[config.mk]
export PLATFORM = sky130hd
export DESIGN_NAME = pkt_bridge
export DESIGN_NICKNAME = d
export VERILOG_FILES = /design/src/rtl/pktbr_pkg.sv /design/src/rtl/pkt_parser.sv /design/src/rtl/bus_port.sv /design/src/rtl/reply_tx.sv /design/src/rtl/pkt_bridge.sv
export SDC_FILE = /design/constraint.sdc
export NUM_CORES = 1
export LEC_CHECK = 0
export BUFFER_PORTS_ARGS = -buffer_cell sky130_fd_sc_hd__buf_2
export CAP_MARGIN = 40
export CORE_MARGIN = 2
export CORE_UTILIZATION = 53
export CTS_CLUSTER_SIZE = 24
export DETAILED_ROUTE_END_ITERATION = 8
export GPL_TIMING_DRIVEN = 0
export PLACE_DENSITY = 0.75
export SLEW_MARGIN = 20
export SYNTH_ARGS = -nofsm -noshare
export SYNTH_HDL_FRONTEND = slang
export SYNTH_SLANG_ARGS = --single-unit
[constraint.sdc]
create_clock -name clk -period 6.6 [get_ports clk]
set_clock_uncertainty 0.2 [all_clocks]
set_input_delay 0.66 -clock clk [delete_from_list [all_inputs] [get_ports clk]]
set_output_delay 0.66 -clock clk [all_outputs]
set_load 0.01 [all_outputs]
[src/rtl/pktbr_pkg.sv]
// Shared packet-bridge definitions.
// Assumes: fixed 16-bit address and data fields carried as bytes.
package pktbr_pkg;
    localparam int BYTE_W     = 8;
    localparam int ADDR_W     = 16;
    localparam int DATA_W     = 16;
    localparam int ADDR_BYTES = ADDR_W / BYTE_W;
    localparam int DATA_BYTES = DATA_W / BYTE_W;
    localparam int WR_LEN     = ADDR_BYTES + DATA_BYTES;
    localparam int RD_LEN     = ADDR_BYTES;

    typedef enum logic [3:0] {
        P_HUNT, P_SEQ, P_CMD, P_LEN, P_ALO, P_AHI, P_DLO, P_DHI, P_SUM
    } pstate_t;
endpackage

[src/rtl/pkt_parser.sv]
// Packet parser: walks the byte stream through the frame fields, keeps a
// running modulo-256 sum and emits a one-cycle write or read request when
// the closing checksum matches. Assumes rx_valid is a single-cycle strobe.
module pkt_parser
    import pktbr_pkg::*;
#(
    parameter logic [7:0] SYNC   = 8'hAA,
    parameter logic [7:0] CMD_WR = 8'h03,
    parameter logic [7:0] CMD_RD = 8'h04
) (
    input  logic              clk,
    input  logic              rst_n,
    input  logic [7:0]        rx_byte,
    input  logic              rx_valid,
    output logic              req_wr,
    output logic              req_rd,
    output logic [ADDR_W-1:0] req_addr,
    output logic [DATA_W-1:0] req_wdata
);
    pstate_t    state;
    logic [7:0] sum;
    logic       is_wr;

    // Frame state machine, field capture and checksum accumulation.
    always_ff @(posedge clk) begin
        if (!rst_n) begin
            state     <= P_HUNT;
            sum       <= '0;
            is_wr     <= 1'b0;
            req_addr  <= '0;
            req_wdata <= '0;
            req_wr    <= 1'b0;
            req_rd    <= 1'b0;
        end else begin
            req_wr <= 1'b0;
            req_rd <= 1'b0;
            if (rx_valid) begin
                sum <= sum + rx_byte;
                case (state)
                    P_HUNT: if (rx_byte == SYNC) begin
                        state <= P_SEQ;
                        sum   <= rx_byte;
                    end
                    P_SEQ: state <= P_CMD;
                    P_CMD: begin
                        if (rx_byte == CMD_WR) begin
                            is_wr <= 1'b1;
                            state <= P_LEN;
                        end else if (rx_byte == CMD_RD) begin
                            is_wr <= 1'b0;
                            state <= P_LEN;
                        end else begin
                            state <= P_HUNT;
                        end
                    end
                    P_LEN: state <= (rx_byte == 8'((is_wr ? WR_LEN : RD_LEN)))
                                    ? P_ALO : P_HUNT;
                    P_ALO: begin
                        req_addr[7:0] <= rx_byte;
                        state         <= P_AHI;
                    end
                    P_AHI: begin
                        req_addr[15:8] <= rx_byte;
                        state          <= is_wr ? P_DLO : P_SUM;
                    end
                    P_DLO: begin
                        req_wdata[7:0] <= rx_byte;
                        state          <= P_DHI;
                    end
                    P_DHI: begin
                        req_wdata[15:8] <= rx_byte;
                        state           <= P_SUM;
                    end
                    P_SUM: begin
                        state <= P_HUNT;
                        if (rx_byte == sum) begin
                            req_wr <= is_wr;
                            req_rd <= !is_wr;
                        end
                    end
                    default: state <= P_HUNT;
                endcase
            end
        end
    end


    hunt_stays_chk: assert property (@(posedge clk) disable iff (!rst_n)
        (state == P_HUNT && rx_valid && rx_byte != SYNC) |=> state == P_HUNT);


    req_needs_sum_chk: assert property (@(posedge clk) disable iff (!rst_n)
        (req_wr || req_rd) |-> $past(state == P_SUM && rx_valid));
endmodule

[src/rtl/bus_port.sv]
// Bus port: turns parser requests into registered one-cycle bus strobes
// with stable address/data, and samples read data during the read strobe.
// Assumes the peripheral answers a read combinationally in the same cycle.
module bus_port
    import pktbr_pkg::*;
(
    input  logic              clk,
    input  logic              rst_n,
    input  logic              req_wr,
    input  logic              req_rd,
    input  logic [ADDR_W-1:0] req_addr,
    input  logic [DATA_W-1:0] req_wdata,
    output logic [ADDR_W-1:0] bus_addr,
    output logic [DATA_W-1:0] bus_wdata,
    output logic              bus_wr,
    output logic              bus_rd,
    input  logic [DATA_W-1:0] bus_rdata,
    output logic              rsp_valid,
    output logic [DATA_W-1:0] rsp_data
);
    // Register strobes and their address/data; capture read response.
    always_ff @(posedge clk) begin
        if (!rst_n) begin
            bus_addr  <= '0;
            bus_wdata <= '0;
            bus_wr    <= 1'b0;
            bus_rd    <= 1'b0;
            rsp_valid <= 1'b0;
            rsp_data  <= '0;
        end else begin
            bus_wr    <= req_wr;
            bus_rd    <= req_rd;
            rsp_valid <= bus_rd;
            if (req_wr || req_rd) begin
                bus_addr  <= req_addr;
                bus_wdata <= req_wdata;
            end
            if (bus_rd) rsp_data <= bus_rdata;
        end
    end


    wr_pulse_chk: assert property (@(posedge clk) disable iff (!rst_n)
        bus_wr |=> !bus_wr);


    rd_pulse_chk: assert property (@(posedge clk) disable iff (!rst_n)
        bus_rd |=> !bus_rd);


    wr_rd_excl_chk: assert property (@(posedge clk) disable iff (!rst_n)
        !(bus_wr && bus_rd));
endmodule

[src/rtl/reply_tx.sv]
// Reply serializer: holds one read result and offers it byte by byte,
// low byte first, on a send/ready handshake. A new result replaces an
// unfinished one. Assumes tx_ready may stall for any number of cycles.
module reply_tx
    import pktbr_pkg::*;
(
    input  logic              clk,
    input  logic              rst_n,
    input  logic              rsp_valid,
    input  logic [DATA_W-1:0] rsp_data,
    output logic [7:0]        tx_byte,
    output logic              tx_send,
    input  logic              tx_ready
);
    localparam int CNT_W = $clog2(DATA_BYTES + 1);

    logic [DATA_W-1:0] shreg;
    logic [CNT_W-1:0]  left;

    // Load a result, then shift one byte out per accepted handshake.
    always_ff @(posedge clk) begin
        if (!rst_n) begin
            shreg <= '0;
            left  <= '0;
        end else if (rsp_valid) begin
            shreg <= rsp_data;
            left  <= CNT_W'(DATA_BYTES);
        end else if (tx_send && tx_ready) begin
            shreg <= shreg >> 8;
            left  <= left - 1'b1;
        end
    end

    assign tx_send = (left != '0);
    assign tx_byte = shreg[7:0];


    tx_hold_chk: assert property (@(posedge clk) disable iff (!rst_n)
        (tx_send && !tx_ready && !rsp_valid) |=> (tx_send && $stable(tx_byte)));
endmodule

[src/rtl/pkt_bridge.sv]
// Top of the serial packet to register bus bridge: parser, bus port and
// reply serializer in a chain. Assumes one byte per rx_valid strobe.
module pkt_bridge #(
    parameter logic [7:0] SYNC   = 8'hAA,
    parameter logic [7:0] CMD_WR = 8'h03,
    parameter logic [7:0] CMD_RD = 8'h04
) (
    input  logic        clk,
    input  logic        rst_n,
    input  logic [7:0]  rx_byte,
    input  logic        rx_valid,
    output logic [15:0] bus_addr,
    output logic [15:0] bus_wdata,
    output logic        bus_wr,
    output logic        bus_rd,
    input  logic [15:0] bus_rdata,
    output logic [7:0]  tx_byte,
    output logic        tx_send,
    input  logic        tx_ready
);
    import pktbr_pkg::*;

    logic              req_wr, req_rd, rsp_valid;
    logic [ADDR_W-1:0] req_addr;
    logic [DATA_W-1:0] req_wdata, rsp_data;

    pkt_parser #(.SYNC(SYNC), .CMD_WR(CMD_WR), .CMD_RD(CMD_RD)) u_parse (
        .clk(clk), .rst_n(rst_n), .rx_byte(rx_byte), .rx_valid(rx_valid),
        .req_wr(req_wr), .req_rd(req_rd), .req_addr(req_addr),
        .req_wdata(req_wdata)
    );

    bus_port u_bus (
        .clk(clk), .rst_n(rst_n), .req_wr(req_wr), .req_rd(req_rd),
        .req_addr(req_addr), .req_wdata(req_wdata), .bus_addr(bus_addr),
        .bus_wdata(bus_wdata), .bus_wr(bus_wr), .bus_rd(bus_rd),
        .bus_rdata(bus_rdata), .rsp_valid(rsp_valid), .rsp_data(rsp_data)
    );

    reply_tx u_reply (
        .clk(clk), .rst_n(rst_n), .rsp_valid(rsp_valid), .rsp_data(rsp_data),
        .tx_byte(tx_byte), .tx_send(tx_send), .tx_ready(tx_ready)
    );


    reply_after_read_chk: assert property (@(posedge clk) disable iff (!rst_n)
        (tx_send && !$past(tx_send)) |-> $past(bus_rd, 2));
endmodule

Word level (Yosys, flattened, before mapping)
Cells that the tools add are included.

Output and inout port bits: 43. Logic and storage cells: 65. Input port bits: 28. Bits in registers: 116.

Equal/unequal tests: 14. $add $sub $neg: 2. Bitwise gates (word level): 1. Mux-type cells: 15. Reduce and logical (&&, ||, !) cells: 15.

Operators by type and width (count): two-way mux 16 bit (2); case mux 4 bit (8 select lines) (1); equality test 4 x 3 -> 1 bit (second input constant) (4); equality test 8 bit (2); two-way mux 8 bit (2); AND reduction 2 bit (5); adder 8 bit (1); equality test 4 x 2 -> 1 bit (second input constant) (2); equality test 8 x 2 -> 1 bit (second input constant) (1); equality test 8 x 3 -> 1 bit (second input constant) (1); equality test 8 bit (second input constant) (1); two-way mux 2 bit (4); two-way mux 4 bit (2); two-way mux 3 bit (2); nonzero test 2 bit (3); equality test 4 x 1 -> 1 bit (second input constant) (1); equality test 4 bit (second input constant) (1); logical NOT 4 bit (1); AND reduction 4 bit (1); AND reduction 3 bit (1); two-way mux 1 bit (2); inequality test 2 x 1 -> 1 bit (second input constant) (1); OR reduction 2 bit (1); subtractor 2 x 1 -> 2 bit (second input constant) (1); other kinds (4) (4).

Logic depth before layout (Yosys ltp)
Gate-level depths: netlist of run 1.

Depth in word-level cells: 4. Depth in mapped cells: 8. Mapped depth without buffers: 8.

Hierarchy
Synthesis of run 1 repeated with hierarchy kept, for this count alone.

Cell total of the unflattened synthesis: 533. Area, all modules: 5089.9 µm².

By module, submodules not included: pkt_parser (area an instance 2298.5 µm², seq. area each 940.9 µm², cells each 228, instances 1); bus_port (area an instance 1965.6 µm², seq. area each 1021.0 µm², cells each 205, instances 1); reply_tx (area an instance 825.8 µm², seq. area each 360.3 µm², cells each 100, instances 1).

Worst setup path after synthesis of run 1
Ideal clock, no wire load.

Path type: in2reg. Start point: in rx_byte[5]. End point: reg u_parse.req_wr. Path slack: 4097 ps. Arrival: 2207 ps. Library setup time: 96 ps. Data required time: 6304 ps. Buffers on the path: 0. Stages on the path: 4. Cells stage by stage: ha_1 > or4_1 > or4_1 > nor4b_1.

Word-level cells in the longest chain between the ends: 2.

RTL lines: from (decl) (RTL line pkt_bridge.sv:10) `input logic [7:0] rx_byte,`; equality test 8 bit (RTL line pkt_parser.sv:76) `if (rx_byte == sum) begin`; AND reduction 4 bit (no source line); to (signal assigned) (RTL line pkt_parser.sv:77) `req_wr <= is_wr;`; to (decl) (RTL line pkt_parser.sv:15) `output logic req_wr,`.

No other way between the ends. A chain may end at the register's enable or synchronous reset.

Final worst setup path of run 1
Start point: in rx_byte[1]. End point: reg u_parse.sum[6].

Word-level cells in the longest chain between the ends: 3. Elaborated cells between the ends (all ways): 4. Classes of those cells: add/sub: 1; eq/ne: 1; mux: 2.

RTL lines: adder 8 bit or equality test 8 bit (tied branches) (RTL line pkt_parser.sv:38, pkt_parser.sv:40); two-way mux 8 bit (RTL line pkt_parser.sv:40) `P_HUNT: if (rx_byte == SYNC) begin`; two-way mux 8 bit (*) (RTL line pkt_parser.sv:39) `case (state)`; to (signal assigned) (RTL line pkt_parser.sv:38) `sum <= sum + rx_byte;`; to (signal assigned) (RTL line pkt_parser.sv:42) `sum <= rx_byte;`; to (decl) (RTL line pkt_parser.sv:21) `logic [7:0] sum;`.

Mark *: on every way between the ends. The rest lies on a longest branch, timed or not.

==> results.cfg, run 1 <==
[timing]
slew_violations = 0
slew-limit-headroom_pct = 48.7
whs_ns = 0.183
rsz0062_at_grt = no
max_freq_ghz = 0.423
period_needed_ns = 2.37
finalSetupViolCount = 0
hold_violations = 0
setup_tns_ns = 0
fin_crit_sh_pct = 35.8
tightest_slew_ns = 0.770

[finish]
antenna_cells = 0
final_layout_size_suffix_gt1_share_pct = 20.0
fin_nets = 664
utilization_pct = 67.0
final_cell_mix = 116 x dfxtp_1, 85 x nor2_1, 72 x buf_2
fillCellCount = 692
layout.cells.most_common = dfxtp_1
area_growth_pct = 22.7

[cts]
root_buffer = clkbuf_8
cts_tree = done
clkSlewWorstSetupHoldPaths_ns = 0.06
postCtsSetupBuffers = 0
numCtsBuffers = 17
h-tree-depth = 4
cts_resized = 0
ctsHoldBuffers = 0
clkLatencyLatePin_ns = 0.51
cts_sinks = 116
clockBufferDepth = 2

[power_and_ir_drop]
power_density_nw_per_um2 = 295
power_frac_clock_pct = 52.7
ir_drop_mv = 0.191
power_switching_uw = 401
pwr-share-comb_pct = 6.0
power_frac_seq_pct = 41.3
swShare_pct = 23.3
p_leak_uw = 0.00235
p_int_uw = 1320

[critical_path]
slowest_stage = fa_1
end_kind = flop
crit_family = buffers and inverters
crit_fanout = 9
start_kind = primary input
cp.arrival_ns = 2.56
crit_buf_inv = 3
path_class = in2reg
cp_slowest_stage_delay_ns = 0.48
rr_worst_depth = 8
crit_cells = 9
path_cells = buf_2 -> clkbuf_1 -> inv_1 -> fa_1 -> nand2b_1 -> a21oi_1 -> o21a_1 -> o2111ai_1 -> o311ai_0
crit_required_ns = 6.80

[grt]
grt_remaining_overflow = 0
use_met2_pct = 39.9
grt_first_pass_wirelength_mm = 18.7
met1_usage_pct = 30.4
grt_max_degree = 17
first_global_vias = 3911
grt_busiest_layer = met2
antenna_found_initial = 0
met3_usage_pct = 5.89
grt_util_all_layers_pct = 23.9

[yosys]
postSynthCellCount = 538
yosys_register_bits = 116
synth_nets = 575
synth_area_um2 = 4760
synth_cell_type_count = 52
ys_seq_area_share_pct = 48.8
synth_warnings = 0
syn_area_per_cell_um2 = 8.85

[route]
routed_wl_mm = 11.5
vias = 4040
dr.pass1.iters = 4
via_per_inst = 5.40
drcViolationCount = 0
ant_nets = 0
drt_iter0_drc = 144
drt-wirelength-per-cell_um = 15.4

[floorplan]
die_w_um = 98.8
row_count = 34
ios = 71
initial_utilization_pct = 54.6
core_um2 = 8720
die_h_um = 98.8
dieArea_um2 = 9760

[hold_path]
hold_path_class = in2reg
whs_path_depth = 3

[place]
port_buffers = 70
hpwl_mm = 7.69
globalplace.congestion = 0.814

[run]
cap_violations = 0

[status]
outcome = finished, final reports clean
## state kept, by name (all words and copies together), names as in the netlist, 2 cells and up
register           count
u_bus.bus_addr        16
u_bus.bus_wdata       16
u_bus.rsp_data        16
u_parse.req_addr      16
u_parse.req_wdata     16
u_reply.shreg         16
u_parse.sum            8
u_parse.state          4
u_reply.left           2
## tightest hold or removal path, delay by kind of cell
kind,cells,cell delay (ns)
and+or+nand+nor,1,0.07
buffers and inverters,1,0.08
muxes,1,0.05
## worst paths after layout
kind	from	to	slack [ns]
min	bus_rdata[6]	u_bus.rsp_data[6]$_SDFFE_PN0P_	0.18
min reg2reg	u_bus.bus_addr[13]$_SDFFE_PN0P_	u_bus.bus_addr[13]$_SDFFE_PN0P_	0.24
max reg2reg	u_reply.left[0]$_SDFFE_PP0P_	u_reply.shreg[8]$_SDFFE_PN0P_	4.25
max	rx_byte[1]	u_parse.sum[6]$_SDFFE_PN0P_	4.23
## synthesized netlist by cell type (all sizes together)
master	number	area [µm²]
o2111ai	1	8.76
o211ai	1	7.51
ha	8	100
dfxtp	116	2320
o21a	2	15.0
nor3	3	15.0
a21oi	61	305
nor2	88	338
a211oi	2	20.0
inv	10	37.5
a211o	1	8.76
nand2	71	267
xnor2	2	17.5
fa	1	20.0
clkbuf	31	118
or2b	2	15.0
o22ai	2	12.5
and2	4	25.0
or3b	2	17.5
nand3	6	30.0
a21o	2	15.0
nand2b	4	25.0
o311ai	1	8.76
a221oi	1	8.76
nor4	3	18.8
a22oi	1	7.51
xor2	2	17.5
a31o	1	8.76
a32o	1	10.0
nand4b	1	8.76
o41ai	1	8.76
and4	1	8.76
nand3b	1	7.51
or2	2	12.5
a22o	1	8.76
o41a	1	11.3
o21ai	9	45.0
or4	4	33.8
nor3b	8	60.1
mux2i	57	571
nor4b	2	17.5
or3	4	25.0
nor2b	4	32.5
buf	12	92.6
## per-layer routing
metal | up-vias | share of wire [%]
met5 | - | 0
met4 | 0 | 2.0
met3 | 26 | 5.9
met2 | 128 | 49
met1 | 1895 | 43
li1 | 1991 | -
## stage by stage
step	setup WS (ns)	power, µW	std cells	area [µm²]
floorplan	4.10	794	538	4760
global placement	3.82	825	716	5250
detailed placement	3.77	829	716	5250
CTS	4.24	1730	748	5840
global route	4.09	1770	748	5840
finish	4.23	1730	748	5840
## kinds of logic (layout without fill, tap and decap cells)
group | after synthesis | count (layout) | synth area share [%]
multiplexers | 57 | 57 | 12.0
flip-flops | 116 | 116 | 48.8
AO/OA/AOI/OAI | 89 | 89 | 10.7
buffers and inverters | 53 | 155 | 5.20
adder cells (fa/ha/maj) | 9 | 9 | 2.52
XOR/XNOR | 4 | 4 | 0.736
AND/OR/NAND/NOR | 210 | 210 | 20.1
## cell type report
cell class / count / area [µm²] / share of cell area (%)
Clock buffer: 17 / 414 / 7.09
Buffer: 43 / 210 / 3.60
Timing Repair Buffer: 70 / 350 / 6.00
Tap cell: 108 / 135 / 2.31
Clock inverter: 15 / 180 / 3.08
Inverter: 10 / 37.5 / 0.642
Sequential cell: 116 / 2320 / 39.7
Multi-Input combinational cell: 369 / 2190 / 37.5
## power by group through the flow
stage	Combinational [µW]	Clock [µW]	Sequential, µW
after CTS	103	917	712
after floorplan	68.2	0	726
after global placement	98.6	0	727
after detailed placement	102	0	727
after global routing	114	947	713
final	104	909	712
No activity file was read; power rests on OpenSTA's default activity.
==> run 2, diff against run 1 <==
==> constraint.sdc (replaced) <==
create_clock -name clk -period 2.35 [get_ports clk]
set_clock_uncertainty 0.2 [all_clocks]
set_input_delay 0.235 -clock clk [delete_from_list [all_inputs] [get_ports clk]]
set_output_delay 0.235 -clock clk [all_outputs]
set_load 0.01 [all_outputs]
==> run 2 against run 1 <==
Hold slack lost 0.14 ns; via count grew 4.1%; register-to-register slack lost 4.2 ns; power grew to 2.8 times the previous value; sequential share of layout area shrank 1.7 points; sequential power grew to 2.8 times the previous value; global-route usage grew 1.3 points; die area is the same; final cell count grew 3.3%; largest power group unchanged; highest routed layer unchanged.
==> results.cfg, run 2 (synthesis results as in run 1) <==
[route]
drt_iter0_drc = 147
dr.pass1.iters = 5
via_per_inst = 5.44
drt-wirelength-per-cell_um = 15.7
drcViolationCount = 0
routed_wl_mm = 12.2
ant_nets = 0
vias = 4205

[cts]
clkLatencyLatePin_ns = 0.51
root_buffer = clkbuf_8
numCtsBuffers = 17
postCtsSetupBuffers = 0
clkSlewWorstSetupHoldPaths_ns = 0.06
cts_tree = done
cts_sinks = 116
clockBufferDepth = 2
h-tree-depth = 4

[power_and_ir_drop]
ir_drop_mv = 0.535
p_int_uw = 3750
power_frac_seq_pct = 40.9
p_leak_uw = 0.00246
pwr-share-comb_pct = 6.8
power_frac_clock_pct = 52.3
power_density_nw_per_um2 = 801
power_switching_uw = 1140
swShare_pct = 23.4

[critical_path]
cp_slowest_stage_delay_ns = 0.54
start_kind = primary input
crit_fanout = 7
path_cells = dlygate4sd3_1 -> buf_2 -> ha_1 -> or4_1 -> or4_1 -> nor4b_2
cp.arrival_ns = 2.51
crit_family = simple AND/OR/NAND/NOR gates
path_class = in2reg
cp_common_cell = or4_1
slowest_stage = dlygate4sd3_1
crit_buf_inv = 2
crit_required_ns = 2.57
end_kind = flop

[finish]
seqCellArea_um2 = 2320
fillCellCount = 650
antenna_cells = 0
final_layout_size_suffix_gt1_share_pct = 19.7
layout.cells.most_common = dfxtp_1
area_growth_pct = 28.2
design_area_um2 = 6110
final_cell_mix = 116 x dfxtp_1, 85 x nor2_1, 71 x buf_2, 71 x nand2_1, 61 x a21oi_1
fin_nets = 689
multi_input_area_um2 = 2200

[timing]
whs_ns = 0.0446
max_freq_ghz = 0.435
tightest_slew_ns = 0.801
period_needed_ns = 2.30
hold_violations = 0
slew-limit-headroom_pct = 46.6
finalSetupViolCount = 0
rsz0062_at_grt = yes
fin_crit_sh_pct = 97.8
slew_violations = 0

[floorplan]
row_count = 34
initial_utilization_pct = 54.6
dieArea_um2 = 9760
ios = 71
die_h_um = 98.8
die_w_um = 98.8
core_um2 = 8720

[run]
cap_violations = 0

[place]
port_buffers = 70
postPlaceCellArea_um2 = 5250
hpwl_mm = 7.69
globalplace.congestion = 0.814

[grt]
grt_first_pass_wirelength_mm = 19.6
first_global_vias = 4108
grt_max_degree = 17
grt_util_all_layers_pct = 25.2
antenna_found_initial = 0
grt_remaining_overflow = 0

[hold_path]
hold_path_class = in2reg

[status]
outcome = finished, final reports clean
-- run 2: power groups by stage --
stage | Sequential (µW) | Clock, µW | Combinational, µW
finish | 2000 | 2560 | 333
global route | 2000 | 2660 | 360
floorplan | 2040 | 0 | 192
detailed placement | 2040 | 0 | 286
global placement | 2040 | 0 | 277
CTS | 2000 | 2580 | 325
-- run 2: final cells by class --
type                       instances  area share, %
buffer                            43           3.46
clock buffer                      17           6.78
clock inverter                    15           2.95
inverter                          10          0.615
multi-input combinational        369           36.1
sequential                       116           38.0
tap                              108           2.21
timing repair buffer              95           9.87
-- run 2: repair_timing --
action / CTS / global route
cloned: 0 / 0
hold buffers: 25 / 0
hold endpoints to repair: 43 / 0
setup endpoints to repair: 2 / 19
gates resized for setup: 1 / 4
pin swaps: 0 / 0
-- run 2: routing by layer --
layer	routed length (µm)	track usage [%]	share of wire (%)
met1	5220	31.6	43
met2	5980	42.0	49
met3	685	6.24	5.6
met4	272	9.59	2.2
met5	0	0	0
-- run 2: worst register-to-register path: stages (launching register included) --
cell and delay (ns):
dfxtp_1 0.43, inv_1 0.10, or3_1 0.38, clkbuf_1 0.20, nor2_2 0.48, mux2i_1 0.27, nor2_1 0.07
-- run 2: per-stage QoR --
step	cells	setup slack (ns)	TNS, ns	power [µW]	utilization, %
after floorplan	538	0.229	0	2230	-
after global placement	716	-0.00891	-0.00891	2320	60.2
after detailed placement	716	-0.0587	-0.0989	2330	60.2
after CTS	773	0.0294	0	4900	69.9
after global routing	773	-0.0185	-0.0464	5020	70.0
final	773	0.0518	0	4890	70.0
-- run 2: worst paths after layout --
check / startpoint / end / slack, ns / cells after the start
max: rx_byte[4] / u_parse.req_wr$_SDFF_PN0_ / 0.05 / 6
min: rx_byte[5] / u_parse.sum[6]$_SDFFE_PN0P_ / 0.04 / 3
max reg2reg: u_parse.state[2]$_SDFFE_PN0P_ / u_parse.req_wdata[13]$_SDFFE_PN0P_ / 0.08 / 6
min reg2reg: u_bus.bus_addr[13]$_SDFFE_PN0P_ / u_bus.bus_addr[13]$_SDFFE_PN0P_ / 0.24 / 2
==> run 3, diff against run 2 <==
--- a/config.mk
+++ b/config.mk
@@ -8,12 +8,14 @@
 export BUFFER_PORTS_ARGS = -buffer_cell sky130_fd_sc_hd__buf_2
 export CAP_MARGIN = 40
 export CORE_MARGIN = 2
-export CORE_UTILIZATION = 53
+export CORE_UTILIZATION = 51
 export CTS_CLUSTER_SIZE = 24
 export DETAILED_ROUTE_END_ITERATION = 8
 export GPL_TIMING_DRIVEN = 0
 export PLACE_DENSITY = 0.75
+export SETUP_SLACK_MARGIN = 0.4
 export SLEW_MARGIN = 20
 export SYNTH_ARGS = -nofsm -noshare
 export SYNTH_HDL_FRONTEND = slang
 export SYNTH_SLANG_ARGS = --single-unit
+export TNS_END_PERCENT = 5
==> constraint.sdc (replaced) <==
create_clock -name clk -period 2 [get_ports clk]
set_clock_uncertainty 0.2 [all_clocks]
set_input_delay 0.2 -clock clk [delete_from_list [all_inputs] [get_ports clk]]
set_output_delay 0.2 -clock clk [all_outputs]
set_load 0.01 [all_outputs]
==> run 3 against run 2 <==
The run now ends with negative hold slack, negative setup slack left; global-route usage grew 0.58 points; non-clock buffer count grew 12; utilization grew 0.85 points; sequential share of layout area shrank 2.0 points; first-iteration DRC count grew 65%; critical path depth is the same; combinational power grew 58%; register-to-register slack lost 0.22 ns; count of clock-buffer cells in the layout grew 1; routed wire length grew 5.9%; largest cell class is now multi-input gates.
==> results.cfg, run 3 (synthesis results as in run 1) <==
[route]
dr.pass1.iters = 5
drt-wirelength-per-cell_um = 16.4
via_per_inst = 5.43
drt_iter0_drc = 243
vias = 4274
routed_wl_mm = 12.9
drcViolationCount = 0
ant_nets = 0

[timing]
rsz0062_at_grt = yes
slew-limit-headroom_pct = 56.9
period_needed_ns = 2.14
whs_ns = -0.149
max_freq_ghz = 0.468
tightest_slew_ns = 0.646
fin_crit_sh_pct = 107
slew_violations = 0
setup_ws_ns = -0.136
hold_violations = 6
finalSetupViolCount = 7

[cts]
h-tree-depth = 4
cts_sinks = 116
clkSlewWorstSetupHoldPaths_ns = 0.06
root_buffer = clkbuf_8
numCtsBuffers = 17
clkLatencyLatePin_ns = 0.52
clockBufferDepth = 2
cts_tree = done

[grt]
antenna_found_initial = 0
first_global_vias = 4193
grt_max_degree = 17
grt_remaining_overflow = 0
grt_util_all_layers_pct = 25.8
grt_first_pass_wirelength_mm = 20.0

[finish]
utilization_pct = 70.9
fin_nets = 701
final_cell_mix = 107 x dfxtp_1, 84 x nor2_1, 72 x buf_2
final_layout_size_suffix_gt1_share_pct = 28.3
area_growth_pct = 36.2
antenna_cells = 0
layout.cells.most_common = dfxtp_1

[floorplan]
initial_utilization_pct = 52.0
ios = 71
dieArea_um2 = 10100
core_um2 = 9150
row_count = 35
die_w_um = 101
die_h_um = 101

[power_and_ir_drop]
p_leak_uw = 0.00259
power_density_nw_per_um2 = 902
ir_drop_mv = 0.738

[critical_path]
slowest_stage = or4_4
path_class = reg2reg
end_kind = flop
cp-startpoint = u_parse.state[0]$_SDFFE_PN0P_
crit_required_ns = 2.21
crit_fanout = 5
reg2reg_to = u_parse.sum[2]$_SDFFE_PN0P_
ff2ff_setup_slack_ns = -0.14
cp.arrival_ns = 2.35
crit_end = u_parse.sum[2]$_SDFFE_PN0P_
path_cells = buf_6 -> or4_4 -> o41a_1 -> buf_6 -> a32o_1 -> and2_1
cp_common_cell = buf_6
rr_worst_depth = 6
start_kind = flop
cp_slowest_stage_delay_ns = 0.54
rr_startpoint = u_parse.state[0]$_SDFFE_PN0P_

[hold_path]
hold_path_class = in2reg
hold_path_startpoint = rx_byte[1]

[place]
hpwl_mm = 7.59
port_buffers = 70
place_ws_ns = -0.394
globalplace.congestion = 0.866

[run]
cap_violations = 0

[status]
violations = negative hold slack, negative setup slack
outcome = finished with violations
run 3: layout make-up:
cell class                      count  area, µm²
Fill cell                         675       2660
Inverter                           10       37.5
Tap cell                          111        139
Clock inverter                     13        160
Sequential cell                   116       2340
Multi-Input combinational cell    369       2380
Clock buffer                       18        418
Buffer                             43        292
Timing Repair Buffer              107        727
run 3: timing repair:
item,in CTS,in global routing
setup endpoints to repair,105,102
hold buffers,28,2
buffers inserted,0,4
endpoints found under the hold margin,49,7
pin swaps,17,10
gates resized for setup,52,39
gates cloned,2,1
run 3: worst max-delay path: cells and delay by family, from the launching register on:
kind,cells,cell delay [ns]
DFF,1,0.32
AOI/OAI and AO/OA,2,0.55
buffers and inverters,2,0.27
and+or+nand+nor,2,0.69
run 3: power by group:
group | switching (µW) | total, µW | leakage (µW) | internal (µW)
Combinational | 267 | 525 | 0.00137 | 258
Sequential | 21.6 | 2360 | 0.000940 | 2340
Clock | 1080 | 2970 | 0.000281 | 1890
Total | 1370 | 5850 | 0.00259 | 4480
run 3: metal layers:
layer	global-route usage (%)	routed length [µm]	up-vias
li1	-	-	2064
met1	29.1	5450	1998
met2	43.4	6240	167
met3	7.21	716	45
met4	15.1	466	0
met5	0	0	-
run 3: metrics by stage:
| step | hold WS (ns) | setup TNS, ns | cells | cell area, µm² | power, µW |
|---|---|---|---|---|---|
| after CTS | -0.172 | -0.378 | 780 | 6340 | 5830 |
| after global routing | -0.147 | -1.17 | 787 | 6490 | 6020 |
| after detailed placement | 0.245 | -11.64 | 719 | 5300 | 2760 |
| after floorplan | 0.144 | -0.0671 | 538 | 4810 | 2640 |
| after global placement | 0.235 | -10.11 | 719 | 5300 | 2750 |
| final | -0.149 | -0.557 | 787 | 6490 | 5850 |
run 3: worst min-delay path by stage:
stage,to,cells past startpoint
after global routing,u_parse.req_wr$_SDFF_PN0_,3
after detailed placement,u_bus.bus_addr[1]$_SDFFE_PN0P_,2
after global placement,u_bus.rsp_data[8]$_SDFFE_PN0P_,3
after floorplan,u_parse.req_addr[0]$_SDFFE_PN0P_,2
final,u_parse.req_rd$_SDFF_PN0_,3
after CTS,u_parse.req_rd$_SDFF_PN0_,3
